--- src/rtl/sb_pkg.sv ---
package sb_pkg;

    typedef enum logic {
        COND_IDLE = 1'b0,
        COND_PEND = 1'b1
    } cond_state_e;

endpackage

--- src/rtl/sb_busy_bits.sv ---
module sb_busy_bits #(
    parameter int NREG = 32,
    localparam int IDXW = $clog2(NREG)
) (
    input  logic            clk,
    input  logic            rst_n,
    input  logic            set_en,
    input  logic [IDXW-1:0] set_idx,
    input  logic            clr_en,
    input  logic [IDXW-1:0] clr_idx,
    output logic [NREG-1:0] busy
);

    for (genvar i = 0; i < NREG; i++) begin : g_bit
        logic hit_set;
        logic hit_clr;

        always_comb begin
            hit_set = set_en && (set_idx == IDXW'(i));
            hit_clr = clr_en && (clr_idx == IDXW'(i));
        end

        always_ff @(posedge clk or negedge rst_n) begin
            if (!rst_n) begin
                busy[i] <= 1'b0;
            end else if (hit_set) begin
                busy[i] <= 1'b1;
            end else if (hit_clr) begin
                busy[i] <= 1'b0;
            end
        end
    end

endmodule

--- src/rtl/sb_ld_count.sv ---
module sb_ld_count #(
    parameter int MAX_LOADS = 4,
    localparam int CW = $clog2(MAX_LOADS + 1)
) (
    input  logic          clk,
    input  logic          rst_n,
    input  logic          inc,
    input  logic          dec,
    output logic [CW-1:0] count,
    output logic          full
);

    always_ff @(posedge clk or negedge rst_n) begin
        if (!rst_n) begin
            count <= '0;
        end else if (inc && !dec) begin
            count <= count + CW'(1);
        end else if (dec && !inc && (count != '0)) begin
            count <= count - CW'(1);
        end
    end

    always_comb begin
        full = (count == CW'(MAX_LOADS));
    end

endmodule

--- src/rtl/sb_cond_fsm.sv ---
module sb_cond_fsm
    import sb_pkg::*;
(
    input  logic clk,
    input  logic rst_n,
    input  logic set_acc,
    input  logic done,
    output logic pending
);

    cond_state_e state_q;
    cond_state_e state_d;

    always_ff @(posedge clk or negedge rst_n) begin
        if (!rst_n) begin
            state_q <= COND_IDLE;
        end else begin
            state_q <= state_d;
        end
    end

    always_comb begin
        state_d = state_q;
        pending = 1'b0;
        unique case (state_q)
            COND_IDLE: begin
                pending = 1'b0;
                if (set_acc) begin
                    state_d = COND_PEND;
                end
            end
            COND_PEND: begin
                pending = 1'b1;
                if (done) begin
                    state_d = COND_IDLE;
                end
            end
            default: begin
                state_d = COND_IDLE;
            end
        endcase
    end

endmodule

--- src/rtl/sb_hazard.sv ---
module sb_hazard #(
    parameter int NREG = 32,
    localparam int IDXW = $clog2(NREG)
) (
    input  logic [NREG-1:0] busy,
    input  logic            cond_pend,
    input  logic            slots_full,
    input  logic            valid,
    input  logic            is_load,
    input  logic            sets_cond,
    input  logic            reads_cond,
    input  logic            src_a_en,
    input  logic [IDXW-1:0] src_a,
    input  logic            src_b_en,
    input  logic [IDXW-1:0] src_b,
    input  logic            dst_en,
    input  logic [IDXW-1:0] dst,
    output logic            stall
);

    logic raw_hit;
    logic waw_hit;
    logic cc_hit;
    logic cap_hit;

    always_comb begin
        raw_hit = (src_a_en && busy[src_a]) || (src_b_en && busy[src_b]);
        waw_hit = dst_en && busy[dst];
        cc_hit  = (reads_cond || sets_cond) && cond_pend;
        cap_hit = is_load && slots_full;
        stall   = valid && (raw_hit || waw_hit || cc_hit || cap_hit);
    end

endmodule

--- src/rtl/load_scoreboard.sv ---
module load_scoreboard #(
    parameter int NREG      = 32,
    parameter int MAX_LOADS = 4,
    localparam int IDXW     = $clog2(NREG)
) (
    input  logic            clk,
    input  logic            rst_n,
    input  logic            iss_valid,
    input  logic            iss_is_load,
    input  logic            iss_sets_cond,
    input  logic            iss_reads_cond,
    input  logic            iss_src_a_en,
    input  logic [IDXW-1:0] iss_src_a,
    input  logic            iss_src_b_en,
    input  logic [IDXW-1:0] iss_src_b,
    input  logic            iss_dst_en,
    input  logic [IDXW-1:0] iss_dst,
    input  logic            ret_valid,
    input  logic [IDXW-1:0] ret_reg,
    input  logic            cond_done,
    output logic            iss_stall,
    output logic            iss_accept,
    output logic [NREG-1:0] busy_mask,
    output logic            cond_pending
);

    localparam int CW = $clog2(MAX_LOADS + 1);

    logic          slots_full;
    logic [CW-1:0] ld_cnt;
    logic          ld_set;
    logic          ld_free;

    always_comb begin
        iss_accept = iss_valid && !iss_stall;
        ld_set     = iss_accept && iss_is_load && iss_dst_en;
        ld_free    = ret_valid && busy_mask[ret_reg];
    end

    sb_hazard #(.NREG(NREG)) u_hazard (
        .busy       (busy_mask),
        .cond_pend  (cond_pending),
        .slots_full (slots_full),
        .valid      (iss_valid),
        .is_load    (iss_is_load),
        .sets_cond  (iss_sets_cond),
        .reads_cond (iss_reads_cond),
        .src_a_en   (iss_src_a_en),
        .src_a      (iss_src_a),
        .src_b_en   (iss_src_b_en),
        .src_b      (iss_src_b),
        .dst_en     (iss_dst_en),
        .dst        (iss_dst),
        .stall      (iss_stall)
    );

    sb_busy_bits #(.NREG(NREG)) u_busy (
        .clk     (clk),
        .rst_n   (rst_n),
        .set_en  (ld_set),
        .set_idx (iss_dst),
        .clr_en  (ret_valid),
        .clr_idx (ret_reg),
        .busy    (busy_mask)
    );

    sb_ld_count #(.MAX_LOADS(MAX_LOADS)) u_cnt (
        .clk   (clk),
        .rst_n (rst_n),
        .inc   (ld_set),
        .dec   (ld_free),
        .count (ld_cnt),
        .full  (slots_full)
    );

    sb_cond_fsm u_cond (
        .clk     (clk),
        .rst_n   (rst_n),
        .set_acc (iss_accept && iss_sets_cond),
        .done    (cond_done),
        .pending (cond_pending)
    );

endmodule

--- config.mk ---
export PLATFORM = sky130hd
export DESIGN_NAME = load_scoreboard
export DESIGN_NICKNAME = d
export VERILOG_FILES = /design/src/rtl/sb_pkg.sv /design/src/rtl/sb_busy_bits.sv /design/src/rtl/sb_ld_count.sv /design/src/rtl/sb_cond_fsm.sv /design/src/rtl/sb_hazard.sv /design/src/rtl/load_scoreboard.sv
export SDC_FILE = /design/constraint.sdc
export NUM_CORES = 1
export LEC_CHECK = 0
export ABC_AREA = 1
export BUFFER_PORTS_ARGS = -buffer_cell sky130_fd_sc_hd__buf_2
export CAP_MARGIN = 20
export CORE_MARGIN = 2
export CORE_UTILIZATION = 45
export DETAILED_ROUTE_END_ITERATION = 8
export GPL_ROUTABILITY_DRIVEN = 0
export PLACE_DENSITY = 0.82
export RECOVER_POWER = 100
export SLEW_MARGIN = 20
export SYNTH_ARGS = -nofsm -noshare
export SYNTH_HDL_FRONTEND = slang
export SYNTH_SLANG_ARGS = --single-unit
--- constraint.sdc ---
create_clock -name clk -period 1.9 [get_ports clk]
set_input_delay 0.19 -clock clk [delete_from_list [all_inputs] [get_ports clk]]
set_output_delay 0.19 -clock clk [all_outputs]
set_load 0.02 [all_outputs]
# Word level (Yosys, flattened, before mapping)
# Cells that the tools add are included.
# W data, S select, Z words.
dict set report op_classes {
  bitwise 1
  reduce_logical 122
  addsub 2
  n_mux 78
  n_lt_le_gt_ge 4
  n_eq_ne 63
}
# cell count
set op_table {}
lappend op_table {{$eq A5 B5 Y1 const B} 32}
lappend op_table {{$eq A5 B4 Y1 const B} 16}
lappend op_table {{$logic_and A1 B1 Y1} 78}
lappend op_table {{$mux W1} 70}
lappend op_table {{$reduce_bool A2 Y1} 33}
lappend op_table {{$eq A5 B3 Y1 const B} 8}
lappend op_table {{$lt A5 B6 Y1 const B} 4}
lappend op_table {{$bmux W1 S5} 4}
lappend op_table {{$eq A5 B2 Y1 const B} 4}
lappend op_table {{$eq A5 B1 Y1 const B} 2}
lappend op_table {{$logic_not A5 Y1} 2}
lappend op_table {{$mux W3} 2}
lappend op_table {{$logic_or A1 B1 Y1} 5}
lappend op_table {{$pmux W1 S2} 2}
lappend op_table {{$add A3 B1 Y3 const B} 1}
lappend op_table {{$eq A3 B3 Y1 const B} 1}
lappend op_table {{$logic_not A1 Y1} 3}
lappend op_table {{$reduce_bool A3 Y1} 1}
lappend op_table {{$sub A3 B1 Y3 const B} 1}
lappend op_table {{$not A1 Y1} 1}
dict set report totals {
  elab_cells 304
  in_bits 31
  out_inout_bits 35
  reg_bits 36
}

# Longest topological paths before layout
# Gate-level depths: netlist of run 1.
dict set report depth {
  ltp_word 17
  depth_mapped 19
  depth_no_buf 18
}

# Modules after synthesis
# From an unflattened synthesis of run 1, not the netlist that was laid out.
dict set report unflattened {
  cells_unflattened 567
  hier_area_um2 3352.0
}
# module seq_area_each_um2 area_per_inst_um2 cells_per_inst instances
set by_module_without_submodules {}
lappend by_module_without_submodules {sb_busy_bits 800.8 1591.5 215 1}
lappend by_module_without_submodules {sb_hazard 0.0 1068.5 233 1}
lappend by_module_without_submodules {load_scoreboard 0.0 441.7 86 1}
lappend by_module_without_submodules {sb_ld_count 75.1 206.4 27 1}
lappend by_module_without_submodules {sb_cond_fsm 25.0 43.8 6 1}

# Worst setup path before layout of run 1
# No wires, ideal clock.
dict set report synth_timing {
  path_kind {register to register}
  from {register u_busy.busy[29]}
  to {register u_cnt.count[2]}
  slack_ns -0.287
  path_stages_with_launch 16
  synth_period_minus_slack_ns 2.187
  required_ns 1.783
  setup_time_ns 0.117
  arrival_time_ns 2.070
  n_path_buf 0
  path_cell_list {dfrtp_1 > nand2_1 > nand3_1 > nand3_1 > nand2_1 > nand2_1 > nand3_1 > nand3_1 > nand3_2 > nor2_1 > nand4_2 > fa_1 > inv_1 > nand3_1 > nand3_1 > nand2_1}
}
dict set report synth_via {
  elab_chain_len 16
  elab_cells_between_ends 28
  classes_between {9 x mux; 19 x reduce/logical}
}
# element line_no
set synth_rtl {}
lappend synth_rtl {{from (decl)} sb_busy_bits.sv:11} ;# output logic [NREG-1:0] busy
lappend synth_rtl {{from (signal, indexed assignment)} sb_busy_bits.sv:25} ;# busy[i] <= 1'b0;
lappend synth_rtl {{from (signal, indexed assignment)} sb_busy_bits.sv:27} ;# busy[i] <= 1'b1;
lappend synth_rtl {{from (signal, indexed assignment)} sb_busy_bits.sv:29} ;# busy[i] <= 1'b0;
lappend synth_rtl {{$bmux W1 S5} sb_hazard.sv:27} ;# raw_hit = (src_a_en && busy[src_a]) || (src_b_en && busy[src_b]);
lappend synth_rtl {{$mux W1 (implied by the code)} sb_hazard.sv:27}
lappend synth_rtl {{$logic_and A1 B1 Y1} sb_hazard.sv:27}
lappend synth_rtl {{$logic_or A1 B1 Y1} sb_hazard.sv:27}
lappend synth_rtl {{$logic_or A1 B1 Y1 (3 in a row)} sb_hazard.sv:31} ;# stall = valid && (raw_hit || waw_hit || cc_hit || cap_hit);
lappend synth_rtl {{$logic_and A1 B1 Y1} sb_hazard.sv:31}
lappend synth_rtl {{$logic_not A1 Y1} load_scoreboard.sv:35} ;# iss_accept = iss_valid && !iss_stall;
lappend synth_rtl {{$logic_and A1 B1 Y1} load_scoreboard.sv:35}
lappend synth_rtl {{$logic_and A1 B1 Y1 (2 in a row)} load_scoreboard.sv:36} ;# ld_set = iss_accept && iss_is_load && iss_dst_en;
lappend synth_rtl {{$logic_not A1 Y1} sb_ld_count.sv:18} ;# end else if (dec && !inc && (count != '0)) begin
lappend synth_rtl {{$logic_and A1 B1 Y1 (2 in a row)} sb_ld_count.sv:18}
lappend synth_rtl {{$reduce_bool A2 Y1 (no source line)} -}
lappend synth_rtl {{to (signal assigned)} sb_ld_count.sv:17} ;# count <= count + CW'(1);
lappend synth_rtl {{to (signal assigned)} sb_ld_count.sv:19} ;# count <= count - CW'(1);
lappend synth_rtl {{to (decl)} sb_ld_count.sv:9} ;# output logic [CW-1:0] count,
# Several ways; a longest one is shown, not always the timed one. The select of a mux whose other input is x is not followed.
# A chain may end at the register's enable or synchronous reset.

# Final worst setup path of run 1
dict set report layout_timing {
  from {register u_busy.busy[1]}
  to {register u_cnt.count[2]}
}
# The elaborated chain is that of the path after synthesis.

==> results of run 1 <==
[synthesized netlist by cell type]
cell and count:
a21oi_1 5, a22oi_1 16, buf_2 10, buf_4 4, buf_6 6, clkbuf_1 5
clkinv_1 2, dfrtp_1 36, fa_1 1, inv_1 26, inv_2 4, nand2_1 187
nand2_2 1, nand3_1 85, nand3_2 2, nand3b_1 1, nand4_1 1, nand4_2 1
nand4_4 1, nor2_1 36, nor2_2 3, nor3_2 1, o211ai_1 1, o21ai_0 40
o21ai_1 2, o21ai_2 30
[state kept, by name, indices dropped and copies added, names as in the netlist]
signal          flops
u_cond.state_q      1
u_cnt.count         3
u_busy.busy        32
[layer usage]
metal  part of all wire, %  track usage, %  up-vias
met5                     0               0        -
met4                   5.5           16.53        0
met3                    13           8.116       98
met2                    45           52.08      328
met1                    37           42.40     1996
li1                      -               -     1975
[cells in the final DEF (no fill, tap or decap), types with 5 or more instances in the layout]
cell type | synthesis | layout
buf_2 | 10 | 60
inv_1 | 26 | 24
nor2_2 | 3 | 6
nand3_2 | 2 | 5
clkbuf_8 | 0 | 6
nand2_1 | 187 | 186
a21oi_1 | 5 | 5
buf_12 | 0 | 5
nand3_1 | 85 | 82
dfrtp_2 | 0 | 16
dfrtp_1 | 36 | 20
o21ai_0 | 40 | 36
o21ai_2 | 30 | 31
a22oi_1 | 16 | 16
buf_6 | 6 | 5
inv_2 | 4 | 5
buf_4 | 4 | 88
nor2_1 | 36 | 31
[critical path: stages (launching register included)]
cell     delay (ns)
dfrtp_2        0.48
nand2_1        0.11
nand2_1        0.07
nand2_1        0.08
nand3_1        0.07
a21oi_1        0.17
nand2_1        0.10
nand3_2        0.09
nand3_2        0.10
nor2_4         0.14
nand4_4        0.10
fa_2           0.40
inv_2          0.10
nand3_2        0.07
nand3_2        0.07
nand2_1        0.05
[through the flow]
stage	worst slack (ns)	std cells	total power, W
global placement	-0.2175	725	0.002087
CTS	-0.2776	747	0.002801
finish	-0.4328	750	0.002890
detailed placement	-0.3631	725	0.002130
global route	-0.5028	750	0.003035
floorplan	-0.1351	507	0.001618
[how the worst min path moves through the flow]
stage                                       endpoint      start  cells after the start  slack (ns)
after CTS                 u_cnt.count[2]$_DFFE_PN0P_      rst_n                      1        0.03
after global placement      u_cond.state_q$_DFF_PN0_      rst_n                      1        0.33
after global routing        u_cond.state_q$_DFF_PN0_  cond_done                      2        0.07
after floorplan           u_busy.busy[0]$_DFFE_PN0P_      rst_n                      0       -0.11
final                       u_cond.state_q$_DFF_PN0_      rst_n                      1        0.03
after detailed placement    u_cond.state_q$_DFF_PN0_      rst_n                      1        0.34
[kinds of logic after synthesis]
logic type,synth area share (%)
simple gates,42.68
buf+inv,8.959
fa+ha+maj,0.6260
flops,28.17
compound gates,19.56
[report_power, final]
group,switching (W),internal (W),total [W]
Clock,0.000275,0.000296,0.000571
Sequential,0.000168,0.000869,0.00104
Combinational,0.000732,0.000549,0.00128
[what timing repair did]
item / CTS / global route
hold endpoints to repair: 0 / 0
hold buffers: 0 / 0
buffers inserted: 14 / 3
pin swaps: 11 / 3
cloned: 2 / 0
gates resized for setup: 25 / 9
endpoints found under the setup margin: 37 / 38
[area by class of cell]
class,instances,area [sq um],share of cell area (%)
multi-input cells,414,2093,46.04
repair buffers,164,1200,26.39
flip-flops and latches,36,920.9,20.25
inverters,32,122.6,2.697
well taps,96,120.1,2.642
clock buffers,8,90.09,1.981
==> metrics.csv, run 1 <==
stage,metric,value,unit
setup_path,end_kind,flip-flop,
layout,syn_to_final_growth,42.18,%
detailed_routing,dr.pass1.iters,8,
sta,drv_slew,0,
sta,finClkSkew,0.007866,ns
cts,clock_latency,0.29,ns
floorplan,num_rows,30,
cts,clock_path_buffers,2,
cts,root_buffer,clkbuf_8,
logic_synthesis,synth_cell_types,26,
pwr,ir_drop,0.0004421,V
cts,h-tree-depth,2,
placement,io_buffer_count,65,
setup_path,worstPathRequired,2.09,ns
logic_synthesis,synth.top_cell.area_share,28.17,%
cts,cts_tree,built,
grt,antenna_found_initial,0,
setup_path,crit_fanout,6,
floorplan,die_area,7797,sq um
setup_path,worstSetupPathType,reg2reg,
placement,place_hpwl,8837,microns
sta,finalSetupViolCount,38,
layout,drive_gt1_share,36.85,%
sta,hold_viol,0,
sta,holdWs,0.03219,ns
setup_path,r2r_end,u_cnt.count[2]$_DFFE_PN0P_,
sta,fmax,428.7,MHz
layout,fill_cells,582,
grt,grt_pass1_wl,19840,microns
detailed_routing,routed_wl,12860,microns
setup_path,endpoint,u_cnt.count[2]$_DFFE_PN0P_,
logic_synthesis,syn_area,3198,sq um
cts,clock_sinks,36,
layout,utilization,66.56,%
sta,grt_setup_unrepaired,true,
sta,fin_ws,-0.4328,ns
cts,cts.clk_slew.worst_paths,0.07,ns
pwr,power.density,635.5,nW/um^2
logic_synthesis,synth_warnings,0,
detailed_routing,ant_nets,0,
pwr,p_leak,2.308,nW
detailed_routing,drc,0,
flow_run,maxCapViolCount,0,
floorplan,die_width,88.30,microns
setup_path,r2r_cells,15,
placement,postPlaceCellArea,4182,sq um
grt,overflow,0,
logic_synthesis,synth_area_leaders,"dfrtp_1 (28%), nand2_1 (22%), nand3_1 (13%)",
floorplan,dieHeight,88.30,microns
floorplan,ios,66,
layout,diodes,0,
setup_path,r2r_start,u_busy.busy[1]$_DFFE_PN0P_,
logic_synthesis,syn-mean-instance-area,6.308,sq um
sta,worstMarginPinSlew,0.9538,ns
detailed_routing,wl_per_cell,17.15,microns
layout,nNetsFinal,685,
worst_hold_path,hp-class,in2async,
setup_path,r2r_slack,-0.43,ns
sta,finalCriticalPeriod,2.333,ns
grt,grt_max_degree,37,
sta,min_period_over_period,122.8,%
layout,design_area,4547,sq um
detailed_routing,via_count,4397,
sta,slew_headroom,36.42,%
outcome,violations,negative setup slack,
setup_path,cp.arrival,2.52,ns
logic_synthesis,syn_inst,507,
logic_synthesis,syn_nets,539,
logic_synthesis,synth.largest_area_cell,dfrtp_1,
setup_path,critPathLaunch,u_busy.busy[1]$_DFFE_PN0P_,
grt,grt_usage,33.08,%
logic_synthesis,yosysSeqAreaShare,28.17,%
cts,numCtsBuffers,5,
grt,grt_pass1_vias,4096,
detailed_routing,vias_per_cell,5.863,
setup_path,start_kind,flip-flop,
sta,setup_tns,-13.55,ns
logic_synthesis,ys_seq_elements,36,
outcome,outcome,"complete, but fails checks",
detailed_routing,drt_iter0_markers,660,
floorplan,start_util,46.81,%
floorplan,coreArea,6832,sq um
Note: power is estimated with default switching activity, not from simulation.
==> inputs of run 2 (changes only) <==
==> constraint.sdc (replaced) <==
create_clock -name clk -period 1.9 [get_ports clk]
set_input_delay 0.095 -clock clk [delete_from_list [all_inputs] [get_ports clk]]
set_output_delay 0.095 -clock clk [all_outputs]
set_load 0.02 [all_outputs]
==> run 2 against run 1 <==
Compared with the run above:
- the run still ends with negative setup slack left
- sequential power about the same
- final area down 0.58%
- clock skew up 0.0015 ns
- flip-flop and latch count unchanged
- sequential share of layout area up 0.56 points
- register-to-register slack about the same
- count of clock-buffer cells in the layout unchanged
- clock power about the same
==> metrics.csv, run 2 (synthesized netlist as in run 1, its figures left out) <==
stage,metric,value,unit
cts,clock_sinks,36,
layout,layout_common_cells,"nand2_1 (185), nand3_1 (84), buf_4 (73)",
pwr,ir_drop,0.0005233,V
floorplan,dieHeight,88.30,microns
floorplan,ios,66,
setup_path,cp_slowest_stage_delay,0.48,ns
sta,fin_ws,-0.4376,ns
setup_path,crit_path_frequent_cell,nand2_1,
setup_path,worstPathRequired,2.09,ns
sta,min_period_over_period,123.0,%
pwr,p_total,0.002928,W
sta,fmax,427.8,MHz
cts,cts_tree,built,
placement,io_buffer_count,65,
floorplan,num_rows,30,
grt,grt_max_degree,37,
detailed_routing,dr.pass1.iters,9,
detailed_routing,via_count,4500,
cts,clock_path_buffers,2,
cts,h-tree-depth,2,
detailed_routing,drt_iter0_markers,851,
setup_path,end_kind,flip-flop,
setup_path,worstSetupPathType,reg2reg,
grt,grt_pass1_vias,4146,
setup_path,r2r_start,u_busy.busy[15]$_DFFE_PN0P_,
layout,largest_reg_flops,32,
setup_path,crit_slowest_cell,dfrtp_2,
grt,grt_usage,33.52,%
floorplan,coreArea,6832,sq um
cts,cts.clk_slew.worst_paths,0.07,ns
detailed_routing,drc,0,
pwr,p_leak,2.227,nW
outcome,violations,negative setup slack,
placement,placed_cells_incl_taps,712,
flow_run,maxCapViolCount,0,
pwr,power.density,647.7,nW/um^2
grt,overflow,0,
detailed_routing,routed_wl,13600,microns
sta,finalSetupViolCount,38,
layout,diodes,0,
layout,layout_commonest_cell,nand2_1,
layout,nNetsFinal,673,
layout,largestRegisters,"u_busy.busy (32), u_cnt.count (3), u_cond.state_q (1)",
setup_path,crit_fanout,6,
sta,worstMarginPinSlew,0.8571,ns
floorplan,die_area,7797,sq um
placement,place_hpwl,8887,microns
layout,drive_gt1_share,37.69,%
outcome,outcome,"complete, but fails checks",
detailed_routing,vias_per_cell,6.098,
sta,setup_tns,-12.41,ns
sta,finClkSkew,0.009406,ns
setup_path,critPathLaunch,u_busy.busy[15]$_DFFE_PN0P_,
layout,multi_input_area,2103,sq um
setup_path,cp_num_buf_inv,1,
sta,grt_setup_unrepaired,true,
layout,stdcell_count,738,
grt,antenna_found_initial,0,
floorplan,start_util,46.81,%
layout,fill_cells,582,
layout,syn_to_final_growth,41.35,%
worst_hold_path,worstHoldStart,iss_sets_cond,
sta,slew_headroom,42.86,%
worst_hold_path,hp-class,in2reg,
sta,hold_viol,0,
cts,numCtsBuffers,5,
setup_path,start_kind,flip-flop,
setup_path,cp.arrival,2.53,ns
cts,clock_latency,0.30,ns
setup_path,cp_top_family,simple AND/OR/NAND/NOR gates,
layout,seq_area,940.9,sq um
sta,finalCriticalPeriod,2.338,ns
detailed_routing,ant_nets,0,
setup_path,crit_chain,a22oi_1 -> nand2_1 -> nand2_1 -> nand2_1 -> nor2_1 -> nor2_1 -> nor2_2 -> nand4_4 -> fa_2 -> inv_2 -> nand3_1 -> nand3_1 -> nand2_1,
detailed_routing,wl_per_cell,18.43,microns
sta,drv_slew,0,
grt,grt_pass1_wl,20050,microns
floorplan,die_width,88.30,microns
layout,top_register,u_busy.busy,
cts,root_buffer,clkbuf_8,
[run 2: cell count changes in the layout (fill, tap and decap cells not counted), moves of 2 or more]
cell,previous run,this run
dfrtp_2,16,32
nand3_4,0,2
dlygate4sd3_1,0,2
nor2_4,2,4
nand2_4,2,0
nor2_2,6,3
buf_12,5,7
dfrtp_1,20,4
nand3_1,82,84
buf_4,88,73
nand3_2,5,1
nand2_2,0,3
[run 2: path summary, 6_finish.rpt]
path	slack (ns)	cells after the start	to
setup / recovery	-0.44	13	u_cnt.count[2]$_DFFE_PN0P_
hold / removal	0.04	3	u_cond.state_q$_DFF_PN0_
setup reg to reg	-0.44	13	u_cnt.count[2]$_DFFE_PN0P_
hold reg to reg	0.53	3	u_cnt.count[0]$_DFFE_PN0P_
max in group asynchronous	0.84	2	u_busy.busy[3]$_DFFE_PN0P_
min in group asynchronous	0.46	2	u_cond.state_q$_DFF_PN0_
[run 2: routing by layer]
metal	global-route usage (%)	wire length (microns)	up-vias
met3	7.276	2031	133
li1	-	-	1949
met2	54.55	6051	449
met5	0	0	-
met4	17.49	902	0
met1	41.76	4618	1969
[run 2: power breakdown]
part / switching [W] / internal, W / total (W)
clock network: 0.000276 / 0.000296 / 0.000572
logic: 0.000762 / 0.000556 / 0.00132
registers: 0.000162 / 0.000876 / 0.00104
[run 2: stage by stage]
stage                     setup WS (ns)  hold WS [ns]  util [%]  instance area [sq um]
after global routing            -0.5218       0.06019     66.17                   4521
after detailed placement        -0.3232        0.2367     59.93                   4094
after CTS                       -0.3024       0.04190     65.15                   4451
after global placement          -0.2452        0.2182     59.93                   4094
after floorplan                 -0.1359       -0.2006         -                   3247
final                           -0.4376       0.04006     66.17                   4521
[run 2: layout make-up]
type | instances | share of cell area [%]
Sequential cell | 36 | 20.81
Inverter | 32 | 2.657
Timing Repair Buffer | 152 | 25.35
Tap cell | 96 | 2.657
Clock buffer | 8 | 1.993
Multi-Input combinational cell | 414 | 46.53
[run 2: tightest hold or removal path, cell delays in order]
cell and delay (ns):
buf_2 0.09, nand2_1 0.04, o21ai_1 0.07
[run 2: what timing repair did]
action | CTS | global route
endpoints found under the setup margin | 35 | 38
resized for setup | 30 | 6
buffers inserted | 13 | 2
hold buffers | 2 | 0
hold endpoints to repair | 37 | 0
gates cloned | 2 | 1
pin swaps | 13 | 6
